<file path="src/rtl/flat_xlate_pkg.sv">
// Shared types for the flat table translator.
// Assumes a 32-bit address space for both virtual and physical sides.
package flat_xlate_pkg;

    localparam int unsigned XL_AW = 32;

    // Walk sequencer states
    typedef enum logic [1:0] {
        ST_IDLE  = 2'd0,
        ST_FETCH = 2'd1,
        ST_WAIT  = 2'd2,
        ST_DONE  = 2'd3
    } xl_state_e;

    // Registered translation outcome
    typedef struct packed {
        logic [XL_AW-1:0] pa;
        logic             fault;
        logic             nonsec;
    } xl_result_t;

endpackage

</file>
<file path="src/rtl/flat_xlate_seq.sv">
// Walk sequencer: accepts one request at a time, issues a single read
// strobe, waits for the acknowledge and presents a one-cycle response.
// Assumes the acknowledge arrives no earlier than the cycle after the strobe.
module flat_xlate_seq
    import flat_xlate_pkg::*;
(
    input  logic      clk,
    input  logic      rst_n,
    input  logic      req_valid,
    input  logic      bypass,
    input  logic      mem_ack,
    output xl_state_e state_o,
    output logic      accept_o,
    output logic      capture_o
);

    xl_state_e state_q, state_d;

    assign accept_o  = (state_q == ST_IDLE) && req_valid;
    assign capture_o = (state_q == ST_WAIT) && mem_ack;
    assign state_o   = state_q;

    // Next-state selection
    always_comb begin
        state_d = state_q;
        unique case (state_q)
            ST_IDLE:  if (req_valid) state_d = bypass ? ST_DONE : ST_FETCH;
            ST_FETCH: state_d = ST_WAIT;
            ST_WAIT:  if (mem_ack) state_d = ST_DONE;
            ST_DONE:  state_d = ST_IDLE;
            default:  state_d = ST_IDLE;
        endcase
    end

    // State register
    always_ff @(posedge clk) begin
        if (!rst_n) state_q <= ST_IDLE;
        else        state_q <= state_d;
    end

endmodule

</file>
<file path="src/rtl/flat_xlate_addr.sv">
// Entry address generator: base plus page number times entry size.
// Assumes the sum wraps modulo 2^AW.
module flat_xlate_addr #(
    parameter int unsigned AW         = 32,
    parameter int unsigned PAGE_SHIFT = 12,
    parameter int unsigned ENTRY_LOG2 = 2
) (
    input  logic [AW-1:0] base,
    input  logic [AW-1:0] va,
    output logic [AW-1:0] addr
);

    logic [AW-1:0] page_idx;

    // Page number scaled to an entry byte offset, added to the base
    always_comb begin
        page_idx = va >> PAGE_SHIFT;
        addr     = base + (page_idx << ENTRY_LOG2);
    end

endmodule

</file>
<file path="src/rtl/flat_xlate_decode.sv">
// Entry decoder: checks the valid flag, merges frame and page offset,
// or picks the aligned protection address on a fault.
// Assumes the frame occupies the entry bits above PAGE_SHIFT.
module flat_xlate_decode #(
    parameter int unsigned AW         = 32,
    parameter int unsigned PAGE_SHIFT = 12,
    parameter int unsigned VALID_BIT  = 1,
    parameter int unsigned NONSEC_BIT = 3,
    parameter int unsigned PROT_ALIGN = 7
) (
    input  logic [AW-1:0] entry,
    input  logic [AW-1:0] va,
    input  logic [AW-1:0] prot,
    output logic [AW-1:0] pa,
    output logic          fault,
    output logic          nonsec
);

    localparam logic [AW-1:0] OFF_MASK  = AW'((64'd1 << PAGE_SHIFT) - 64'd1);
    localparam logic [AW-1:0] PROT_MASK = AW'((64'd1 << PROT_ALIGN) - 64'd1);

    logic ok;

    // Valid check and address formation
    always_comb begin
        ok     = entry[VALID_BIT];
        fault  = !ok;
        nonsec = ok && entry[NONSEC_BIT];
        if (ok) pa = (entry & ~OFF_MASK) | (va & OFF_MASK);
        else    pa = prot & ~PROT_MASK;
    end

endmodule

</file>
<file path="src/rtl/flat_xlate.sv">
// Flat page table translator top: holds the table base, latches the
// request, drives the read port and registers the response.
// Assumes one client and one memory port; no caching of entries.
module flat_xlate
    import flat_xlate_pkg::*;
#(
    parameter int unsigned PAGE_SHIFT = 12,
    parameter int unsigned ENTRY_LOG2 = 2,
    parameter int unsigned VALID_BIT  = 1,
    parameter int unsigned NONSEC_BIT = 3,
    parameter int unsigned PROT_ALIGN = 7
) (
    input  logic                clk,
    input  logic                rst_n,
    input  logic                base_wr_en,
    input  logic [XL_AW-1:0]    base_wr_data,
    input  logic [XL_AW-1:0]    prot_addr,
    input  logic                req_valid,
    input  logic [XL_AW-1:0]    req_va,
    output logic                req_ready,
    output logic                rsp_valid,
    output logic [XL_AW-1:0]    rsp_pa,
    output logic                rsp_fault,
    output logic                rsp_nonsec,
    output logic                flt_pulse,
    output logic [XL_AW-1:0]    flt_va,
    output logic                mem_rd_valid,
    output logic [XL_AW-1:0]    mem_rd_addr,
    input  logic                mem_rd_ack,
    input  logic [XL_AW-1:0]    mem_rd_data
);

    localparam int unsigned AW = XL_AW;

    logic [AW-1:0] base_q;
    logic [AW-1:0] va_q;
    logic [AW-1:0] rd_addr_q;
    logic [AW-1:0] addr_calc;
    logic [AW-1:0] dec_pa;
    logic          dec_fault;
    logic          dec_nonsec;
    logic          bypass;
    logic          accept;
    logic          capture;
    xl_state_e     state;
    xl_result_t    res_q;

    assign bypass = (base_q == '0);

    flat_xlate_seq u_seq (
        .clk       (clk),
        .rst_n     (rst_n),
        .req_valid (req_valid),
        .bypass    (bypass),
        .mem_ack   (mem_rd_ack),
        .state_o   (state),
        .accept_o  (accept),
        .capture_o (capture)
    );

    flat_xlate_addr #(
        .AW         (AW),
        .PAGE_SHIFT (PAGE_SHIFT),
        .ENTRY_LOG2 (ENTRY_LOG2)
    ) u_addr (
        .base (base_q),
        .va   (req_va),
        .addr (addr_calc)
    );

    flat_xlate_decode #(
        .AW         (AW),
        .PAGE_SHIFT (PAGE_SHIFT),
        .VALID_BIT  (VALID_BIT),
        .NONSEC_BIT (NONSEC_BIT),
        .PROT_ALIGN (PROT_ALIGN)
    ) u_dec (
        .entry  (mem_rd_data),
        .va     (va_q),
        .prot   (prot_addr),
        .pa     (dec_pa),
        .fault  (dec_fault),
        .nonsec (dec_nonsec)
    );

    // Table base register, zero out of reset (zero means bypass)
    always_ff @(posedge clk) begin
        if (!rst_n)          base_q <= '0;
        else if (base_wr_en) base_q <= base_wr_data;
    end

    // Request capture: VA and entry address latched on acceptance
    always_ff @(posedge clk) begin
        if (!rst_n) begin
            va_q      <= '0;
            rd_addr_q <= '0;
        end else if (accept) begin
            va_q      <= req_va;
            rd_addr_q <= addr_calc;
        end
    end

    // Result register: identity on bypass, decoded entry on acknowledge
    always_ff @(posedge clk) begin
        if (!rst_n) begin
            res_q <= '0;
        end else if (accept && bypass) begin
            res_q.pa     <= req_va;
            res_q.fault  <= 1'b0;
            res_q.nonsec <= 1'b0;
        end else if (capture) begin
            res_q.pa     <= dec_pa;
            res_q.fault  <= dec_fault;
            res_q.nonsec <= dec_nonsec;
        end
    end

    assign req_ready    = (state == ST_IDLE);
    assign mem_rd_valid = (state == ST_FETCH);
    assign mem_rd_addr  = rd_addr_q;
    assign rsp_valid    = (state == ST_DONE);
    assign rsp_pa       = res_q.pa;
    assign rsp_fault    = res_q.fault;
    assign rsp_nonsec   = res_q.nonsec;
    assign flt_pulse    = (state == ST_DONE) && res_q.fault;
    assign flt_va       = va_q;

endmodule

</file>
<file path="config.mk">
export PLATFORM = sky130hd
export DESIGN_NAME = flat_xlate
export DESIGN_NICKNAME = d
export VERILOG_FILES = /design/src/rtl/flat_xlate_pkg.sv /design/src/rtl/flat_xlate_seq.sv /design/src/rtl/flat_xlate_addr.sv /design/src/rtl/flat_xlate_decode.sv /design/src/rtl/flat_xlate.sv
export SDC_FILE = /design/constraint.sdc
export NUM_CORES = 1
export LEC_CHECK = 0
export BUFFER_PORTS_ARGS = -buffer_cell sky130_fd_sc_hd__buf_2
export CAP_MARGIN = 5
export CORE_ASPECT_RATIO = 1.75
export CORE_MARGIN = 2
export CORE_UTILIZATION = 40
export CTS_CLUSTER_SIZE = 14
export DETAILED_ROUTE_END_ITERATION = 6
export PLACE_DENSITY_LB_ADDON = 0.15
export REMOVE_ABC_BUFFERS = 1
export SLEW_MARGIN = 5
export SYNTH_ARGS = -nofsm -noshare
export SYNTH_HDL_FRONTEND = slang
export SYNTH_HIERARCHICAL = 1
export SYNTH_SLANG_ARGS = --single-unit
</file>
<file path="constraint.sdc">
create_clock -name clk -period 6.02 [get_ports clk]
set_input_delay 1.505 -clock clk [delete_from_list [all_inputs] [get_ports clk]]
set_output_delay 1.505 -clock clk [all_outputs]
set_load 0.05 [all_outputs]
</file>
; ---- Yosys cells after proc, flatten, opt, wreduce, memory -nomap -nowiden
; Index checks and enable logic that the tools add are counted.
[totals]
input_bits = 133
ff_bits = 132
wordCells = 33
output_inout_bits = 102
[op_classes]
n_bitwise = 2
n_addsub = 1
n_eq_ne = 5
n_reduce_logical = 11
muxes = 7
[ops]
columns = op, n
row1 = 34-bit 2-to-1 mux, 2
row2 = 32-bit by 22-bit adder with 32-bit output, 1
row3 = 32-bit logical NOT, 1
row4 = 32-bit 2-to-1 mux, 1
row5 = 32-bit by 12-bit bitwise OR with 32-bit output, 1
row6 = 2-bit case mux with 4 select lines, 1
row7 = 2-bit 2-to-1 mux, 3
row8 = 1-bit logical AND, 5
row9 = "2-bit == test, second input constant", 2
row10 = "2-bit inequality test, second input constant", 2
row11 = "2-bit by 1-bit == test with 1-bit output, second input constant", 1
row12 = 2-bit logical NOT, 1
row13 = 2-bit AND reduction, 1
row14 = 2-bit nonzero test, 1
row15 = 2-bit OR reduction, 1
row16 = 1-bit logical NOT, 1
row17 = 1-bit NOT, 1

; ---- Longest topological paths before layout
; Gate-level depths: netlist of run 1.
[logic_depth]
depth_word = 4
depth_mapped = 12
ltp_nobuf = 12

; ---- Hierarchy
; Netlist of run 1, hierarchy kept.
[by_module_without_submodules]
columns = mod, seq_area_each_um2, cells_per_inst, n_inst, area_per_inst_um2
row1 = flat_xlate, 2602.5, 511, 1, 5417.7
row2 = flat_xlate_addr, 0.0, 183, 1, 1287.5
row3 = flat_xlate_decode, 0.0, 38, 1, 476.7
row4 = flat_xlate_seq, 40.0, 16, 1, 156.4

; ---- Least setup slack after synthesis of run 1
; OpenSTA, ideal clock, no wires.
[synth_timing]
kind = input-to-reg
startpoint = in req_va[12]
endpoint = reg rd_addr_q[28], in the netlist mem_rd_addr[28]
required_time_ns = 5.903
stages = 12
path_buffers = 0
slack_ns = 2.544
arrival_time_ns = 3.358
setup_time_ns = 0.117
cell_sequence = ha_1 inv_1 fa_1 nor2b_1 o2111ai_1 a2111oi_2 nor3_2 a21oi_2 nand2b_1 xnor2_1 mux2i_1 nor2b_1
[synth_via]
elab_chain_len = 1
[synth_lines]
columns = element, line_no
row1 = start: declaration, flat_xlate.sv:19  ; input logic [XL_AW-1:0] req_va,
row2 = 32-bit by 22-bit adder with 32-bit output, flat_xlate_addr.sv:18  ; addr = base + (page_idx << ENTRY_LOG2);
row3 = via addr_calc[28], flat_xlate.sv:38  ; logic [AW-1:0] addr_calc;
row4 = end signal: assignment, flat_xlate.sv:99  ; rd_addr_q <= addr_calc;
row5 = end: declaration, flat_xlate.sv:37  ; logic [AW-1:0] rd_addr_q;
; The timed path passes the listed nets, and every way through them passes these cells.
; A chain may end at the register's enable or synchronous reset.

; ---- Worst setup path in the final report of run 1
[layout_timing]
startpoint = in req_va[12]
endpoint = reg rd_addr_q[30], in the netlist mem_rd_addr[30]
; The elaborated chain is that of the path after synthesis.

==> implementation parameters, run 1 <==
Parameter                              Value

STA
  Final period utilization    58.2%
  Worst Setup Slack, final    2.52 ns
  Final Skew    0.0102 ns
  Peak Freq    0.286 GHz
  Number of hold violations in the final report    0
  Worst-Margin Slew    1.05 ns
  Setup-violating endpoint count in the final report    0
  Max-slew violations    0
  Final min period    3.50 ns
  Worst slew margin relative to its limit    29.7%
  Summed negative setup slack over all endpoints    0 ns
  Worst hold slack across all endpoints    0.508 ns
  Setup repair after global routing missed its margin    false

Floorplanning
  Initial core utilization    40.8%
  Die area    19500 um2
  Core box area    18000 um2
  I/O pin count    235
  Die X    106 um
  Row count    65
  Chip height    183 um

Placement
  Place WS    2.07 ns
  Count of buffers from port buffering    217
  Detail Placement HPWL    13600 um
  Final estimated routing congestion in global placement    0.800

Clock tree
  Number of CTS-inserted buffers    17
  Number of clock sinks    132
  Clock Pin Slew Worst Setup and Hold Paths    0.05 ns
  Clock insertion delay at the later pin of the skew report    0.42 ns
  Post-CTS resize count    0
  CTS H-tree depth    4
  CTS tree    done
  Root buffer selected by CTS    clkbuf_16
  Cts hold-fix bufs    0
  Post CTS Setup Buffer Count    0
  Clock tree buffer depth    2

Yosys
  Number of synthesized flops with an enable pin    0
  Cell area after synthesis    7340 um2
  Share of async-settable or async-resettable flops after synthesis    0%
  Post-synthesis register bit count    132
  Proportion of synthesized chip area in sequential cells    36.0%
  Yosys warning count    6
  Synth cell types    50
  Synth Flop Type    dfxtp_1
  Number of instances in the synthesized netlist    748
  Post-Synthesis Mean Instance Area    9.81 um2

Power and ir drop
  IR Drop Worst-Case VDD    0.285 mV
  Part of the power in registers    32.1%
  Combinational cell fraction of total power    38.2%
  Switching part of the total power    39.2%
  Power density over the cells    380 nW/um2
  Design internal power    2.09 mW
  Power spent charging and discharging nets    1.35 mW
  Clock power share    29.7%
  Standby leakage power    4.06 nW

Drt
  Total detailed-routing wirelength    18700 um
  DRT iter0 DRCs    168
  Vias after detailed routing    5832
  Final ANT Viol Nets    0
  Number of search-and-repair iterations in the first detailed-routing pass    4
  Mean routed wirelength per cell    15.7 um
  # DRC    0
  Number of vias per cell    4.91

Layout
  Proportion of layout cells with a drive suffix above 1    30.8%
  Layout overhead on the synthesized area    23.1%
  Total Nets Final    1098

Global routing
  Busiest metal layer after global routing    met2
  Total routing usage reported by global routing    19.1%
  Number of global-route vias before repair    5594
  Global-route wire length before repair    29100 um
  Initial antenna violation count    1
  M2 GR Usage    35.8%
  Met1 capacity usage during global routing    20.7%
  Total congestion overflow after global routing    0
  Pin count of the biggest net entering global routing    121
  Met3 global-route usage    4.16%

Setup path
  Critical path arrival    3.81 ns
  Beginning of the worst register-to-register path    u_seq/state_o[0]
  Kind of start point of the critical path    primary input
  Terminus of the critical flop-to-flop path    rsp_pa[23]
  Worst reg2reg path depth    7
  Largest fanout on the critical path    4
  Classification of the worst setup path    in2reg
  Data required time at the worst endpoint    6.32 ns
  Flop2flop setup slack    3.28 ns
  Type of destination of the critical path    register

Run status
  Status    completed

Hold path
  Worst hold stages    2
  Destination of the worst hold path    mem_rd_addr[1]
  Startpoint of the tightest hold check path    mem_rd_addr[1]
  Path class of the lowest-slack min-delay path    reg2reg

Run
  MaxCap Viol Count    0
per-layer routing:
layer / part of all wire [%] / wire length [um] / vias up
li1: - / - / 2973
met1: 40 / 7390 / 2717
met2: 55 / 10200 / 127
met3: 4.3 / 811 / 15
met4: 1.4 / 266 / 0
met5: 0 / 0 / -
power groups by stage:
| stage | Sequential, mW | Clock (mW) | Combinational [mW] |
|---|---|---|---|
| floorplan | 1.54 | 0 | 0.600 |
| global placement | 1.12 | 0 | 1.32 |
| detailed placement | 1.12 | 0 | 1.32 |
| CTS | 1.10 | 1.05 | 1.33 |
| global route | 1.12 | 1.09 | 1.40 |
| finish | 1.10 | 1.02 | 1.31 |
cell usage after synthesis (5+ instances only):
cell,instances,area share (%)
clkbuf_1,21,1.1
nand2_1,57,2.9
nand4_1,5,0.43
xor2_1,12,1.4
ha_1,23,3.9
o21ai_0,10,0.68
buf_2,16,1.1
xnor2_1,15,1.8
a21oi_1,22,1.5
o211ai_1,32,3.3
and2_1,12,1.0
dfxtp_1,132,36
a21o_1,5,0.51
mux2_4,22,4.5
inv_1,11,0.56
buf_12,5,1.4
nor4_1,7,0.60
mux2i_1,130,18
nor2_1,19,0.97
nor2b_1,103,8.8
nand2b_1,35,3.0
layout by cell type (no fill, tap or decap), types with 3 or more instances in the layout:
cell type and instances:
nor2b_1 103, xnor2_1 15, nand2_1 57, o211ai_1 32
xor2_1 12, clkinv_2 4, clkbuf_16 17, a21oi_1 22
buf_2 216, mux2_4 22, nor4_1 7, dfxtp_1 132
o21bai_1 4, and2_1 10, inv_1 11, clkbuf_8 3
mux2_2 4, nor2_1 19, ha_1 23, nand4_1 5
buf_4 6, o21ai_0 10, o21ai_1 4, mux2i_1 130
o21a_1 4, a21o_1 5, nand2b_1 35, nor3_1 4
area by class of cell:
type | instances | area [um2]
antenna | 1 | 2.50
clock buffer | 22 | 474
clock inverter | 9 | 104
fill | 1828 | 8940
inverter | 11 | 41.3
multi-input combinational | 557 | 4350
sequential | 132 | 2640
tap | 234 | 293
timing repair buffer | 222 | 1130
state kept, by name, indices dropped and copies added, names as in the netlist:
| name | flops |
|---|---|
| rsp_fault | 1 |
| flt_va | 32 |
| mem_rd_addr | 32 |
| rsp_nonsec | 1 |
| base_q | 32 |
| u_seq/state_o | 2 |
| rsp_pa | 32 |
worst max path at each step:
stage	from	depth (start not counted)	to	slack, ns
2_1_floorplan	req_valid	4	rsp_pa[0]	-0.14
3_3_place_gp	req_va[12]	13	mem_rd_addr[26]	2.10
3_5_place_dp	req_va[12]	13	mem_rd_addr[26]	2.07
4_1_cts	req_va[12]	13	mem_rd_addr[26]	2.52
5_1_grt	req_va[12]	13	mem_rd_addr[26]	2.30
6_report	req_va[12]	13	mem_rd_addr[30]	2.52
per-stage QoR:
step	instances	util (%)	area, um2	total power, mW
final	1188	50.3	9030	3.43
after global placement	1156	47.0	8450	2.44
after detailed placement	1156	47.0	8450	2.44
after CTS	1187	50.2	9030	3.48
after floorplan	700	-	7020	2.14
after global routing	1188	50.3	9030	3.61
critical path, stage by stage:
cell and delay [ns]:
buf_2 0.11, ha_1 0.17, inv_1 0.06, fa_1 0.40, nor2b_1 0.22, o2111ai_1 0.22, a21oi_1 0.25, a21o_1 0.21
and3_4 0.24, o211ai_2 0.10, xnor2_1 0.14, mux2i_1 0.13, nor2b_1 0.06
kinds of logic after synthesis:
| group | share of synthesized area, % |
|---|---|
| simple gates | 19.1 |
| mux | 22.8 |
| flops | 36.0 |
| compound gates | 9.79 |
| buf+inv | 4.86 |
| xor+xnor | 3.22 |
| fa+ha+maj | 4.19 |
Power figures use the tool's default switching activity.
==> run 2: changes to the inputs <==
ABC_AREA = 1   (was default)
clock period = 2.85 ns   (was 6.02 ns; I/O delays follow)
==> run 2 against run 1 <==
Sequential power up 120%. Utilization down 0.40 points. Final cell count up 46%. Synthesized cell count up 72%. Setup slack worse by 1.9 ns.
==> implementation parameters, run 2 <==
Parameter                              Value

Floorplanning
  I/O pin count    235
  Chip height    188 um
  Core box area    19100 um2
  Row count    67
  Die X    109 um
  Die area    20600 um2
  Initial core utilization    40.6%

Layout
  FF+latch area    2640 um2
  Fill cells    2172
  Layout Utilization    49.9%
  Layout overhead on the synthesized area    22.8%
  Top library cells by usage in the layout, fill and taps aside    nand2_1 (365), nor2_1 (268), buf_2 (217)
  Proportion of layout cells with a drive suffix above 1    19.5%
  Most common cell after layout, fill and taps aside    nand2_1
  Area used by multi-input combinational logic    4190 um2
  Total Nets Final    1632

STA
  Final min period    2.26 ns
  Setup repair after global routing missed its margin    false
  Worst-Margin Slew    1.14 ns
  Peak Freq    0.442 GHz
  Worst slew margin relative to its limit    23.8%
  Setup-violating endpoint count in the final report    0
  Number of hold violations in the final report    0
  Worst hold slack across all endpoints    0.487 ns
  Final period utilization    79.4%
  Final Skew    0.00756 ns
  Max-slew violations    0

Setup path
  Type of destination of the critical path    register
  Critical path's largest stage delay    0.40 ns
  Flop2flop setup slack    0.61 ns
  Kind of start point of the critical path    primary input
  Largest fanout on the critical path    4
  Classification of the worst setup path    in2reg
  Most repeated library cell on the critical path    nand3_1
  Critical path arrival    2.57 ns
  Standard cell with the maximum stage delay on the critical path    fa_1
  Crit-path cells    buf_2 > ha_1 > inv_1 > fa_1 > inv_1 > nand3_1 > nand3_2 > nand2_1 > nand3_1 > nand3_1 > nand3_1 > nand2_1 > nor2_1 > nor2_1
  Data required time at the worst endpoint    3.16 ns

Yosys
  Synth Flop Type    dfxtp_1
  Post-synth top cells    nand2_1 (365), nor2_1 (268), inv_1 (158)
  Cell area after synthesis    7760 um2
  Top cells by area, synth    dfxtp_1 (34%), nand2_1 (18%), nor2_1 (13%)
  Synth cell types    32
  Number of instances in the synthesized netlist    1285
  Post-Synthesis Mean Instance Area    6.04 um2
  Largest area contributor in the synthesized netlist    dfxtp_1
  Yosys warning count    6
  Proportion of synthesized chip area in sequential cells    34.1%
  Share of async-settable or async-resettable flops after synthesis    0%
  Post-synth top area share    34.1%
  Most frequently used cell type in the post-synthesis netlist    nand2_1
  Post-synthesis register bit count    132
  Number of synthesized flops with an enable pin    0

Global routing
  Global-route wire length before repair    38500 um
  Number of global-route vias before repair    7681
  Total congestion overflow after global routing    0
  Total routing usage reported by global routing    24.2%
  Initial antenna violation count    2
  Pin count of the biggest net entering global routing    111

Run
  MaxCap Viol Count    0

Drt
  DRT iter0 DRCs    508
  Final ANT Viol Nets    0
  Total detailed-routing wirelength    24800 um
  Number of search-and-repair iterations in the first detailed-routing pass    5
  Mean routed wirelength per cell    14.3 um
  # DRC    0
  Number of vias per cell    4.77
  Vias after detailed routing    8260

Hold path
  Path class of the lowest-slack min-delay path    reg2reg

Clock tree
  Number of CTS-inserted buffers    17
  CTS tree    done
  Clock tree buffer depth    2
  Clock insertion delay at the later pin of the skew report    0.42 ns
  Post CTS Setup Buffer Count    0
  Root buffer selected by CTS    clkbuf_16
  CTS H-tree depth    4
  Number of clock sinks    132
  Clock Pin Slew Worst Setup and Hold Paths    0.06 ns
  Cts hold-fix bufs    0
  Post-CTS resize count    0

Power and ir drop
  Power density over the cells    807 nW/um2
  Standby leakage power    5.39 nW
  IR Drop Worst-Case VDD    0.679 mV

Placement
  Final estimated routing congestion in global placement    0.915
  Count of buffers from port buffering    217
  Detail Placement HPWL    18100 um

Run status
  Status    completed
==> run 2: layout make-up <==
type,instances,share of cell area (%)
timing repair buffer,229,12.6
antenna,2,0.0525
inverter,162,6.47
clock buffer,22,4.87
tap,241,3.16
sequential,132,27.7
clock inverter,10,1.12
multi-input combinational,933,44.0
==> run 2: power breakdown <==
group	internal, mW	switching, mW	total, mW
clock network	1.32	0.814	2.14
logic	0.752	2.39	3.14
registers	2.21	0.201	2.41
total	4.29	3.40	7.69
==> run 2: metal layers <==
layer / vias up / wire [um] / GRT usage (%)
met1: 3670 / 9360 / 25.2
met2: 227 / 13300 / 45.6
li1: 4320 / - / -
met3: 43 / 1220 / 4.19
met4: 0 / 860 / 11.0
met5: - / 0 / 0
==> run 2: worst max-delay path, delay by kind of cell <==
kind	cells	cell delay [ns]
AND/OR/NAND/NOR	9	0.92
buffers and inverters	3	0.31
adder cells (fa/ha/maj)	2	0.62
==> run 2: logic make-up (layout without fill, tap and decap cells) <==
kind of cell	Yosys count	count (layout)	synth area share (%)
multiplexers	1	1	0.129
XOR/XNOR	13	13	1.47
AND/OR/NAND/NOR	752	752	39.2
flip-flops	132	132	34.1
AO/OA/AOI/OAI	143	143	9.29
adder cells (fa/ha/maj)	24	24	3.97
buffers and inverters	220	423	11.9
other	0	2	0
==> run 2: path summary, 6_finish.rpt <==
path / end / cells past startpoint / from
worst max-delay path: mem_rd_addr[18] / 14 / req_va[12]
worst min-delay path: rsp_pa[18] / 2 / rsp_pa[18]
worst max register to register: mem_rd_addr[18] / 13 / base_q[2]
worst min register to register: rsp_pa[18] / 2 / rsp_pa[18]
==> run 2: stage by stage <==
stage	power [mW]	worst slack [ns]	TNS [ns]	instances	cell area (um2)
6_report	7.69	0.587	0	1731	9530
3_5_place_dp	5.60	0.163	0	1697	8950
4_1_cts	7.78	0.609	0	1729	9520
2_1_floorplan	4.65	-0.869	-42.95	1227	7450
5_1_grt	8.12	0.399	0	1731	9530
3_3_place_gp	5.58	0.182	0	1697	8950
==> run 3: changes to the inputs <==
ABC_AREA = 0   (was 1)
clock period = 2.05 ns   (was 2.85 ns; I/O delays follow)
==> run 3 against run 2 <==
Final cell count down 25%. Register-to-register slack worse by 0.88 ns. Sequential power up 34%. Count of clock-buffer cells in the layout down 1. Power up 35%. Routed wire length down 19%. Critical path depth down 1. Flip-flop and latch count unchanged. Die area down 5.3%. Via count down 23%. Largest power group unchanged. The flow now finishes with violations (setup timing).
==> implementation parameters, run 3 (synthesis gave the netlist of run 1 again) <==
Parameter                              Value

STA
  Summed negative setup slack over all endpoints    -2.50 ns
  Max-slew violations    0
  Setup repair after global routing missed its margin    true
  Worst slew margin relative to its limit    52.4%
  Peak Freq    0.431 GHz
  Final Skew    0.0112 ns
  Worst-Margin Slew    0.707 ns
  Setup-violating endpoint count in the final report    19
  Final min period    2.32 ns
  Number of hold violations in the final report    0
  Worst Setup Slack, final    -0.272 ns
  Final period utilization    113%

Layout
  Top library cells by usage in the layout, fill and taps aside    buf_2 (216), mux2i_1 (130), dfxtp_1 (130)
  Layout overhead on the synthesized area    39.1%
  Layout Cells excl Fill    1298
  Total Nets Final    1208
  Most common cell after layout, fill and taps aside    buf_2
  Proportion of layout cells with a drive suffix above 1    40.4%
  Fill cells    1701

Run
  MaxCap Viol Count    0

Global routing
  Total congestion overflow after global routing    0
  Pin count of the biggest net entering global routing    135
  Initial antenna violation count    1
  Number of global-route vias before repair    6232
  Total routing usage reported by global routing    19.9%
  Global-route wire length before repair    30700 um

Setup path
  Type of destination of the critical path    register
  Critical path arrival    2.62 ns
  Kind of start point of the critical path    register
  Largest fanout on the critical path    3
  Classification of the worst setup path    reg2reg
  Data required time at the worst endpoint    2.35 ns

Drt
  Wire length on met2    11100 um
  Sum of routed wire segments on met1    7720 um
  DRT iter0 DRCs    143
  Total detailed-routing wirelength    20000 um
  Number of search-and-repair iterations in the first detailed-routing pass    4
  Max layer used    met4
  # DRC    0
  Total length of routed met3 wires    790 um
  Number of vias per cell    4.90
  Final ANT Viol Nets    0
  Mean routed wirelength per cell    15.4 um
  Vias after detailed routing    6360

Floorplanning
  Die X    106 um
  Die area    19500 um2
  Core box area    18000 um2
  Chip height    183 um
  Initial core utilization    40.8%
  Row count    65
  I/O pin count    235

Clock tree
  Clock Pin Slew Worst Setup and Hold Paths    0.06 ns
  Root buffer selected by CTS    clkbuf_16
  Number of CTS-inserted buffers    17
  Clock tree buffer depth    2
  CTS tree    done
  CTS H-tree depth    4
  Clock insertion delay at the later pin of the skew report    0.42 ns
  Number of clock sinks    132
  Cts hold-fix bufs    0

Placement
  Number of cells after detailed placement    1255
  Count of buffers from port buffering    217
  Final estimated routing congestion in global placement    0.797
  Detail Placement HPWL    14700 um

Power and ir drop
  Power density over the cells    1020 nW/um2
  IR Drop Worst-Case VDD    0.746 mV
  Standby leakage power    4.66 nW

Hold path
  Path class of the lowest-slack min-delay path    in2reg

Run status
  Status    finished with violations
  Failing checks    setup timing
## run 3: worst paths after layout
check	cells after the start	slack (ns)	startpoint	endpoint
hold reg to reg	2	0.51	flt_va[24]	flt_va[24]
hold / removal	3	0.35	req_va[6]	rsp_pa[6]
setup reg to reg	13	-0.27	base_q[2]	mem_rd_addr[22]
setup / recovery	13	-0.27	base_q[2]	mem_rd_addr[22]
## run 3: per-stage QoR
stage	util [%]	total power [mW]	area [um2]	setup slack [ns]	hold slack, ns
CTS	55.1	10.5	9900	-0.377	0.336
global route	56.8	10.9	10200	-0.446	0.349
floorplan	-	6.29	7020	-3.19	0.506
global placement	51.6	7.40	9270	-0.709	0.491
detailed placement	51.6	7.44	9270	-0.768	0.502
finish	56.8	10.4	10200	-0.272	0.354
## run 3: area by class of cell
| type | instances | area [um2] | area share (%) |
|---|---|---|---|
| multi-input cells | 557 | 4570 | 44.8 |
| flip-flops and latches | 132 | 2650 | 25.9 |
| repair buffers | 332 | 2090 | 20.4 |
| clock buffers | 21 | 460 | 4.51 |
| well taps | 234 | 293 | 2.87 |
| clock inverters | 10 | 108 | 1.05 |
| inverters | 11 | 41.3 | 0.405 |
| diodes | 1 | 2.50 | 0.0245 |
## run 3: layer usage
layer,vias to the layer above,GRT usage [%]
li1,3198,-
met1,3010,20.8
met2,132,38.5
met3,20,4.09
met4,0,6.74
met5,-,0
## run 3: critical path, stage by stage, from the launching register on
cell	delay [ns]
dfxtp_2	0.34
ha_4	0.14
inv_2	0.04
fa_2	0.36
nor2b_4	0.16
o2111ai_4	0.15
a21oi_2	0.19
a21o_1	0.15
and3_4	0.20
buf_4	0.12
o21ai_2	0.05
o31a_1	0.12
mux2i_1	0.14
nor2b_1	0.06
## run 3: power by group
part	leakage [nW]	switching, mW	internal [mW]
logic	3.30	2.67	1.52
registers	1.08	0.252	2.99
clock network	0.274	1.14	1.84
total	4.66	4.05	6.34
## run 3: repair_timing
action                                  4_1_cts  5_1_grt
pin swaps                                     9       20
gates cloned                                  0        2
setup buffers                                 4        5
endpoints found under the setup margin       23       48
gates resized for setup                       8       31
hold endpoints to repair                      0        0
